===== src/rtl/idm_pkg.sv =====
package idm_pkg;

  localparam int DATA_W  = 8;
  localparam int ADDR_W  = 8;
  localparam int RAM_AW  = ADDR_W - 1;
  localparam int BANK_W  = 2;
  localparam int REG_W   = 3;
  localparam int BPOS_W  = 3;

  localparam logic [2:0] KIND_REG  = 3'd0;
  localparam logic [2:0] KIND_DIR  = 3'd1;
  localparam logic [2:0] KIND_IND  = 3'd2;
  localparam logic [2:0] KIND_BIT  = 3'd3;
  localparam logic [2:0] KIND_PUSH = 3'd4;
  localparam logic [2:0] KIND_POP  = 3'd5;

  localparam logic [RAM_AW-1:0] BIT_RAM_BASE = 7'h20;
  localparam logic [ADDR_W-1:0] SP_ADDR      = 8'h81;
  localparam logic [DATA_W-1:0] SP_RESET     = 8'h07;

  localparam int SFR_COUNT = 10;
  localparam logic [ADDR_W-1:0] SFR_MAP [SFR_COUNT] = '{
    8'h80, 8'h81, 8'h82, 8'h83, 8'h90, 8'hA0, 8'hB0, 8'hD0, 8'hE0, 8'hF0
  };

  typedef struct packed {
    logic              ram_hit;
    logic              sfr_hit;
    logic [RAM_AW-1:0] ram_addr;
    logic [ADDR_W-1:0] sfr_addr;
    logic              is_bit;
    logic [BPOS_W-1:0] bit_pos;
    logic              is_read;
    logic              is_write;
    logic              push;
    logic              pop;
  } route_t;

endpackage


===== src/rtl/idm_route.sv =====
module idm_route
  import idm_pkg::*;
(
  input  logic [2:0]        kind,
  input  logic [ADDR_W-1:0] addr,
  input  logic              we,
  input  logic [BANK_W-1:0] bank,
  input  logic [DATA_W-1:0] sp,
  output route_t            rt
);

  logic [ADDR_W-1:0] sp_next;
  assign sp_next = sp + ADDR_W'(1);

  always_comb begin
    rt          = '0;
    rt.bit_pos  = addr[BPOS_W-1:0];
    rt.is_read  = !we;
    rt.is_write = we;
    case (kind)
      KIND_REG: begin
        rt.ram_hit  = 1'b1;
        rt.ram_addr = {{(RAM_AW-BANK_W-REG_W){1'b0}}, bank, addr[REG_W-1:0]};
      end
      KIND_DIR: begin
        if (addr[ADDR_W-1]) begin
          rt.sfr_hit  = 1'b1;
          rt.sfr_addr = addr;
        end else begin
          rt.ram_hit  = 1'b1;
          rt.ram_addr = addr[RAM_AW-1:0];
        end
      end
      KIND_IND: begin
        // upper half is not reachable through a pointer: no target at all
        if (!addr[ADDR_W-1]) begin
          rt.ram_hit  = 1'b1;
          rt.ram_addr = addr[RAM_AW-1:0];
        end
      end
      KIND_BIT: begin
        rt.is_bit = 1'b1;
        if (addr[ADDR_W-1]) begin
          rt.sfr_hit  = 1'b1;
          rt.sfr_addr = {addr[ADDR_W-1:BPOS_W], {BPOS_W{1'b0}}};
        end else begin
          rt.ram_hit  = 1'b1;
          rt.ram_addr = BIT_RAM_BASE + RAM_AW'(addr[RAM_AW-1:BPOS_W]);
        end
      end
      KIND_PUSH: begin
        rt.push     = 1'b1;
        rt.is_read  = 1'b0;
        rt.is_write = 1'b1;
        rt.ram_hit  = !sp_next[ADDR_W-1];
        rt.ram_addr = sp_next[RAM_AW-1:0];
      end
      KIND_POP: begin
        rt.pop      = 1'b1;
        rt.is_read  = 1'b1;
        rt.is_write = 1'b0;
        rt.ram_hit  = !sp[ADDR_W-1];
        rt.ram_addr = sp[RAM_AW-1:0];
      end
      default: begin
        // reserved kinds: no target, reads answer zero
      end
    endcase
  end

endmodule


===== src/rtl/idm_ram_planes.sv =====
module idm_ram_planes #(
  parameter int AW = 7,
  parameter int DW = 8
) (
  input  logic          clk,
  input  logic          rd_en,
  input  logic          we,
  input  logic [AW-1:0] addr,
  input  logic [DW-1:0] wmask,
  input  logic [DW-1:0] wdata,
  output logic [DW-1:0] rdata
);

  localparam int DEPTH = 1 << AW;

  // one single-bit-wide plane per data bit, so a bit write is a plain
  // write enable on one plane with no read-modify-write cycle
  for (genvar i = 0; i < DW; i++) begin : g_plane
    logic mem [DEPTH];
    logic q;
    always_ff @(posedge clk) begin
      if (we && wmask[i]) mem[addr] <= wdata[i];
      if (rd_en) q <= mem[addr];
    end
    assign rdata[i] = q;
  end

endmodule


===== src/rtl/idm_sfr_file.sv =====
module idm_sfr_file
  import idm_pkg::*;
#(
  parameter int AW = ADDR_W,
  parameter int DW = DATA_W
) (
  input  logic          clk,
  input  logic          rst,
  input  logic          rd_en,
  input  logic          wr_en,
  input  logic [AW-1:0] addr,
  input  logic [DW-1:0] wmask,
  input  logic [DW-1:0] wdata,
  input  logic          sp_inc,
  input  logic          sp_dec,
  output logic [DW-1:0] rdata,
  output logic [DW-1:0] sp
);

  logic [SFR_COUNT-1:0]    hit;
  logic [SFR_COUNT*DW-1:0] flat;
  logic [DW-1:0]           sel;

  for (genvar g = 0; g < SFR_COUNT; g++) begin : g_cell
    localparam bit            IS_SP = (SFR_MAP[g] == SP_ADDR);
    localparam logic [DW-1:0] RV    = IS_SP ? DW'(SP_RESET) : '0;
    logic [DW-1:0] cell_q;

    assign hit[g] = (addr == AW'(SFR_MAP[g]));

    always_ff @(posedge clk) begin
      if (rst) begin
        cell_q <= RV;
      end else if (wr_en && hit[g]) begin
        cell_q <= (cell_q & ~wmask) | (wdata & wmask);
      end else if (IS_SP && sp_inc) begin
        cell_q <= cell_q + DW'(1);
      end else if (IS_SP && sp_dec) begin
        cell_q <= cell_q - DW'(1);
      end
    end

    assign flat[g*DW +: DW] = cell_q;
    if (IS_SP) begin : g_sp_out
      assign sp = cell_q;
    end
  end

  always_comb begin
    sel = '0;
    for (int i = 0; i < SFR_COUNT; i++) begin
      if (hit[i]) sel = sel | flat[i*DW +: DW];
    end
  end

  always_ff @(posedge clk) begin
    if (rst)        rdata <= '0;
    else if (rd_en) rdata <= sel;
  end

endmodule


===== src/rtl/idm_unit.sv =====
module idm_unit
  import idm_pkg::*;
(
  input  logic        clk,
  input  logic        rst,
  input  logic        req_valid,
  input  logic [2:0]  req_kind,
  input  logic [7:0]  req_addr,
  input  logic        req_we,
  input  logic [7:0]  req_wdata,
  input  logic        req_wbit,
  input  logic [1:0]  bank_sel,
  output logic        rsp_valid,
  output logic [7:0]  rsp_data,
  output logic        rsp_bit
);

  route_t              rt;
  logic [DATA_W-1:0]   sp_cur;
  logic [DATA_W-1:0]   wmask;
  logic [DATA_W-1:0]   wval;
  logic [DATA_W-1:0]   ram_q;
  logic [DATA_W-1:0]   sfr_q;
  logic                ram_rd, ram_wr, sfr_rd, sfr_wr;
  logic                src_ram_q, src_sfr_q, bit_q;
  logic [BPOS_W-1:0]   pos_q;

  idm_route u_route (
    .kind (req_kind),
    .addr (req_addr),
    .we   (req_we),
    .bank (bank_sel),
    .sp   (sp_cur),
    .rt   (rt)
  );

  assign wmask = rt.is_bit ? (DATA_W'(1) << rt.bit_pos) : '1;
  assign wval  = rt.is_bit ? {DATA_W{req_wbit}} : req_wdata;

  assign ram_rd = req_valid && rt.is_read  && rt.ram_hit;
  assign ram_wr = req_valid && rt.is_write && rt.ram_hit;
  assign sfr_rd = req_valid && rt.is_read  && rt.sfr_hit;
  assign sfr_wr = req_valid && rt.is_write && rt.sfr_hit;

  idm_ram_planes #(.AW(RAM_AW), .DW(DATA_W)) u_ram (
    .clk   (clk),
    .rd_en (ram_rd),
    .we    (ram_wr),
    .addr  (rt.ram_addr),
    .wmask (wmask),
    .wdata (wval),
    .rdata (ram_q)
  );

  idm_sfr_file #(.AW(ADDR_W), .DW(DATA_W)) u_sfr (
    .clk    (clk),
    .rst    (rst),
    .rd_en  (sfr_rd),
    .wr_en  (sfr_wr),
    .addr   (rt.sfr_addr),
    .wmask  (wmask),
    .wdata  (wval),
    .sp_inc (req_valid && rt.push),
    .sp_dec (req_valid && rt.pop),
    .rdata  (sfr_q),
    .sp     (sp_cur)
  );

  always_ff @(posedge clk) begin
    if (rst) begin
      rsp_valid <= 1'b0;
      src_ram_q <= 1'b0;
      src_sfr_q <= 1'b0;
      bit_q     <= 1'b0;
      pos_q     <= '0;
    end else begin
      rsp_valid <= req_valid && rt.is_read;
      src_ram_q <= ram_rd;
      src_sfr_q <= sfr_rd;
      bit_q     <= req_valid && rt.is_read && rt.is_bit;
      pos_q     <= rt.bit_pos;
    end
  end

  always_comb begin
    if (src_ram_q)      rsp_data = ram_q;
    else if (src_sfr_q) rsp_data = sfr_q;
    else                rsp_data = '0;
  end

  assign rsp_bit = bit_q && rsp_data[pos_q];

endmodule


===== config.mk =====
export PLATFORM = sky130hd
export DESIGN_NAME = idm_unit
export DESIGN_NICKNAME = d
export VERILOG_FILES = /design/src/rtl/idm_pkg.sv /design/src/rtl/idm_route.sv /design/src/rtl/idm_ram_planes.sv /design/src/rtl/idm_sfr_file.sv /design/src/rtl/idm_unit.sv
export SDC_FILE = /design/constraint.sdc
export NUM_CORES = 2
export LEC_CHECK = 0
export ABC_AREA = 1
export BUFFER_PORTS_ARGS = -buffer_cell sky130_fd_sc_hd__buf_2
export CORE_MARGIN = 4
export CORE_UTILIZATION = 44
export CTS_BUF_LIST = sky130_fd_sc_hd__clkbuf_4
export DETAILED_ROUTE_END_ITERATION = 10
export PLACE_DENSITY_LB_ADDON = 0.08
export SLEW_MARGIN = 20
export SYNTH_ARGS = -nofsm -noshare
export SYNTH_HDL_FRONTEND = slang
export SYNTH_SLANG_ARGS = --single-unit

===== constraint.sdc =====
create_clock -name clk -period 10.9 [get_ports clk]
set_input_delay 1.635 -clock clk [delete_from_list [all_inputs] [get_ports clk]]
set_output_delay 1.635 -clock clk [all_outputs]
set_load 0.05 [all_outputs]

Yosys cells after proc, flatten, opt, wreduce, memory -nomap -nowiden
Memories as Yosys holds them, arrays and structs flattened. A register that Yosys moved wholly into a read port is not among the register bits.
Index checks and enable logic that the tools add are counted.

operators by class
  mux-type cells = 49
  $add $sub $neg = 3
  $lt $le $gt $ge = 1
  bitwise operators = 31
  shift operators = 1
  reduce and logical (&&, ||, !) cells = 36
  eq/ne operators = 15

operators with widths
  cell                                                         number
  two-way mux 8 bit                                            19
  bitwise OR 8 bit                                             19
  bitwise AND 8 bit                                            11
  == test 8 bit (second input constant)                        10
  one-hot mux 7 bit (5 select lines)                           1
  logical AND 1 bit                                            28
  two-way mux 1 bit                                            23
  one-hot mux 8 bit (2 select lines)                           1
  two-way mux 7 bit                                            2
  adder 8 x 1 -> 8 bit (second input constant)                 1
  NOT 8 bit                                                    1
  left shift 1 x 3 -> 8 bit (first input constant)             1
  subtractor 8 x 1 -> 8 bit (second input constant)            1
  adder 6 x 4 -> 7 bit (first input constant)                  1
  == test 3 x 2 -> 1 bit (second input constant)               2
  == test 3 bit (second input constant)                        2
  less-than comparator 3 x 4 -> 1 bit (second input constant)  1
  one-hot mux 1 bit (4 select lines)                           1
  one-hot mux 2 bit (2 select lines)                           1
  OR reduction 2 bit                                           2
  binary-select mux 1 bit (select 3 bit)                       1
  == test 3 x 1 -> 1 bit (second input constant)               1
  logical NOT 1 bit                                            3
  logical NOT 3 bit                                            1
  2 further kinds                                              2

storage, ports and cells
  memories = 8
  input port bits = 26
  register bits = 95
  memory bits (writable) = 1024
  logic and storage cells = 160
  output and inout bits = 10

memory list
  memory                depth  width  read ports  clocked after Yosys merged registers in  wr ports  RTL line              text
  u_ram.g_plane[0].mem  128    1      1           1                                        1         idm_ram_planes.sv:19  logic mem [DEPTH];
  u_ram.g_plane[1].mem  128    1      1           1                                        1         idm_ram_planes.sv:19
  u_ram.g_plane[2].mem  128    1      1           1                                        1         idm_ram_planes.sv:19
  u_ram.g_plane[3].mem  128    1      1           1                                        1         idm_ram_planes.sv:19
  u_ram.g_plane[4].mem  128    1      1           1                                        1         idm_ram_planes.sv:19
  u_ram.g_plane[5].mem  128    1      1           1                                        1         idm_ram_planes.sv:19
  2 more memories       --     --     --          --                                       --        --

Depth between registers and ports, before layout
  depth in word-level cells = 22
  gate-level depth with buffers = 20
  mapped depth without buffers = 18

Hierarchy
From an unflattened synthesis, not the netlist that was laid out.

second synthesis, totals
  cells, all modules = 6533
  area total of the unflattened synthesis = 54279.6 sq um

by module, submodules not included
  module          seq. area each (sq um)  cells an instance  times used  area each (sq um)
  idm_ram_planes  30989.7                 5550               1           48275.0
  idm_sfr_file    1761.7                  745                1           4864.7
  idm_unit        140.1                   111                1           586.8
  idm_route       0.0                     127                1           553.0

Worst setup path after synthesis
Ideal clock, no wire load.

  path type = in2reg
  start = input port req_kind[2]
  end = register (tool-made name)
  setup slack = 4435 ps
  cell stages on the path = 9
  data arrival time = 6379 ps
  data required time = 10814 ps
  cells stage by stage = inv_2 -> nand3_2 -> inv_2 -> clkbuf_1 -> o21ai_1 -> inv_1 -> o21ai_0 -> a21oi_1 -> a211oi_1

RTL lines
  element      RTL line       text
  from (decl)  idm_unit.sv:7  input logic [2:0] req_kind,

Worst setup path in the final report
  start = input port req_kind[1]
  end = register u_ram.g_plane[7].q (read register of u_ram.g_plane[7].mem) (data pin)

on the way
  cells in the longest elaborated chain, start to end = 4
  elaborated cells on any way between the ends = 13

RTL lines
  element                                                                                           RTL line                         text
  == test 3 x 1 -> 1 bit, or another cell as far along                                              idm_route.sv:20                  case (kind)
  OR reduction 3 bit (no source line) / one-hot mux 2 bit (2 select lines) (equally long branches)  --
  one-hot mux 1 bit (4 select lines) / logical AND 1 bit (equally long branches)                    idm_route.sv:20, idm_unit.sv:40
  logical AND 1 bit                                                                                 idm_unit.sv:40                   assign ram_rd = req_valid && rt.is_read && rt.ram_hit;
  to (decl)                                                                                         idm_ram_planes.sv:20             logic q;

Parallel ways exist; a longest one is shown, timed or not.
A chain may end at the register's enable or synchronous reset.

==> qor.csv <==
stage;metric;value;unit
setup_path;crit_start;req_kind[1];
routing;dr.first_iter.drc_count;4129;
cts;cts_htree_levels;5;
sta;finalClockSkew;0.0734;ns
sta;period_share;45.5;%
cts;cts_tree;yes;
synth;synth_area_leaders;edfxtp_1 (58%), nand2_1 (22%), nor2_1 (8.1%);
sta;holdWs;0.447;ns
sta;finalCriticalPeriod;4.95;ns
global_routing;grt_pass1_vias;42100;
synth;synth_area_per_cell;8.49;sq um
synth;synth-seq-cells;1127;
global_routing;grtUsageTotal;27.5;%
sta;slew_headroom;25.0;%
cts;cts_buffers;325;
power_and_ir_drop;switching_share;27.9;%
sta;max_freq;202;MHz
global_routing;antenna_found_initial;7;
status;status;complete, no violations;
cts;clk_latency;1.29;ns
routing;drc_errors;0;
sta;final-setup-viol-count;0;
sta;slew_viol_final;0;
synth;yosys.area.top_type;edfxtp_1;
sta;finalSetupTns;0;ns
synth;synth-seq-area-share;61.4;%
die;die_width;357;um
routing;drt-pass1-iter-count;6;
setup_path;r2r_setup_slack;5.99;ns
setup_path;slowest_delay;0.59;ns
die;initial_core_util;44.5;%
cts;clkTransAtPathRegs;0.06;ns
setup_path;path_class;input pin to flop;
power_and_ir_drop;clkPwrFrac;39.7;%
global_routing;grt_pass1_wl;264000;um
setup_path;arrival;5.93;ns
die;die_area;127000;sq um
power_and_ir_drop;power_frac_seq;48.6;%
sta;rsz0062_at_grt;false;
setup_path;cp-end-kind;flop;
global_routing;grt_max_degree;146;
die;num_rows;127;
power_and_ir_drop;ir_drop;0.118;mV
power_and_ir_drop;p_per_area;166;nW/um^2
place;portBuffers;35;
place;place.gp.congestion;0.845;
synth;syn-cell-area;53600;sq um
die;die_y;357;um
cts;post_cts_buffers;0;
final_layout;post_route_cells_drive_above_1_share;10.9;%
setup_path;crit_chain;buf_2 > nor2_1 > nand2_2 > nor2_1 > nor3_1 > o21ai_4 > buf_4 > inv_6 > buf_4 > buf_4 > nand2_1 > nand2_1 > nand2_1 > nand2_1 > nor2_1 > nor2_1 > nor2_1 > nand2_1;
power_and_ir_drop;internal_power;7.07;mW
synth;yosysWarnings;0;
routing;postRouteAntennaNets;0;
sta;finalHoldViolCount;0;
final_layout;layout.nets;6404;
synth;synth_top_cell_area_share;57.8;%
setup_path;worstSetupStartpointType;input pin;
cts;cts.sinks;1127;
cts;cts_root_buf;clkbuf_4;
setup_path;cp_slowest_cell;buf_4;
routing;vias;43700;
place;dp_hpwl;97300;um
power_and_ir_drop;leakage;23.3;nW
power_and_ir_drop;p_comb_share;11.7;%
cts;cts_resized;0;
setup_path;path_max_fanout;63;
synth;syn_nets;6336;
min_path;hp-class;flop to flop;
cts;holdBufCountCts;0;
flow_run;drv_cap;0;
die;io_pins;36;
die;coreArea;120000;sq um
power_and_ir_drop;p_sw;2.74;mW
final_layout;fillerInstances;12000;
setup_path;cp.required;11.87;ns
global_routing;grt_overflow;0;
synth;syn_inst;6308;
routing;totalWireLength;176000;um
synth;synth_cell_type_count;44;
routing;viasPerCell;5.32;
cts;clockBufferDepth;4;
sta;worstMarginPinSlew;1.12;ns
routing;avgRoutedWirePerCell;21.4;um
final_layout;area_growth;10.1;%
## cell type report
cell class	count	area (sq um)	area share, %
Sequential cell	1127	32900	55.8
Inverter	105	407	0.689
Timing Repair Buffer	116	846	1.43
Clock buffer	498	3740	6.34
Tap cell	1612	2020	3.42
Clock inverter	54	233	0.395
Multi-Input combinational cell	4701	18800	31.9
Antenna cell	6	15.0	0.0255
## synthesized netlist by cell type (all sizes together)
master  instances
a211oi         17
a21boi          1
a21oi          74
a221o           1
a221oi          1
a22oi           1
a311oi         17
a31oi           1
a32oi           1
and2            3
buf           254
clkbuf        121
clkinv          1
dfxtp          95
edfxtp       1032
ha              2
inv           104
nand2        3095
nand3         155
nand3b          1
nand4          16
nor2         1188
nor3           13
nor4           10
o211ai          3
o21a            1
o21ai          87
o221a           2
o221ai          2
o22ai           2
or2             2
xnor2           1
xor2            4
## cell usage in the layout, fill, tap and decap left out, drive strengths merged, types with 10 or more instances in the layout
master and instances:
nand2 3095, nor2 1188, edfxtp 1032, clkbuf 498, nand3 155, buf 116
inv 108, dfxtp 95, o21ai 87, a21oi 74, clkinv 50, a311oi 17
a211oi 17, nand4 16, nor3 13, nor4 10
## worst paths after layout
path,to,depth (start not counted)
max,u_ram.g_plane[7].q$_DFFE_PP_,18
min,flop,2
max reg2reg,u_ram.g_plane[1].q$_DFFE_PP_,17
min reg2reg,flop,2
## per-layer routing
metal  wire [um]  GRT usage (%)  part of all wire [%]
met1       75300           37.9                    43
met3       14300           5.07                   8.1
met5          12              0                0.0068
met2       81500           43.9                    46
met4        5040           9.13                   2.9
## state kept, by name, summed over array words and instances (netlist names), named ones only
| name | count |
|---|---|
| src_ram_q | 1 |
| src_sfr_q | 1 |
| u_ram.g_plane.q | 8 |
| pos_q | 3 |
| rsp_valid | 1 |
| u_sfr.rdata | 8 |
| u_ram.g_plane.mem | 1024 |
| bit_q | 1 |
## critical path, delay by kind of cell
kind            cells  cell delay (ns)
simple gates       12             2.08
buf+inv             5             1.96
compound gates      1             0.10
## power groups by stage
| stage | sequential (mW) | combinational, mW | clock (mW) |
|---|---|---|---|
| 5_1_grt | 4.76 | 1.25 | 4.24 |
| 3_3_place_gp | 4.86 | 1.15 | 0 |
| 6_report | 4.76 | 1.15 | 3.90 |
| 3_5_place_dp | 4.86 | 1.15 | 0 |
| 4_1_cts | 4.76 | 1.15 | 3.98 |
| 2_1_floorplan | 4.87 | 0.686 | 0 |
## per-stage QoR
step	total power, mW	setup slack [ns]	utilization (%)	cell area (sq um)	instances
6_report	9.81	5.95	49.0	59000	8219
5_1_grt	10.3	5.70	49.0	59000	8217
4_1_cts	9.90	6.05	49.0	59000	8213
3_5_place_dp	6.00	4.82	45.7	55000	7661
3_3_place_gp	6.00	4.82	45.7	55000	7661
2_1_floorplan	5.56	4.43	-	53600	6308
## cell families after synthesis
kind of cell / after synthesis / share of synthesized area [%]
AO/OA/AOI/OAI: 211 / 2.26
XOR/XNOR: 5 / 0.0817
adder cells (fa/ha/maj): 2 / 0.0467
AND/OR/NAND/NOR: 4483 / 32.3
buffers and inverters: 480 / 3.90
flip-flops: 1127 / 61.4
Note: power is estimated with default switching activity, not from simulation.
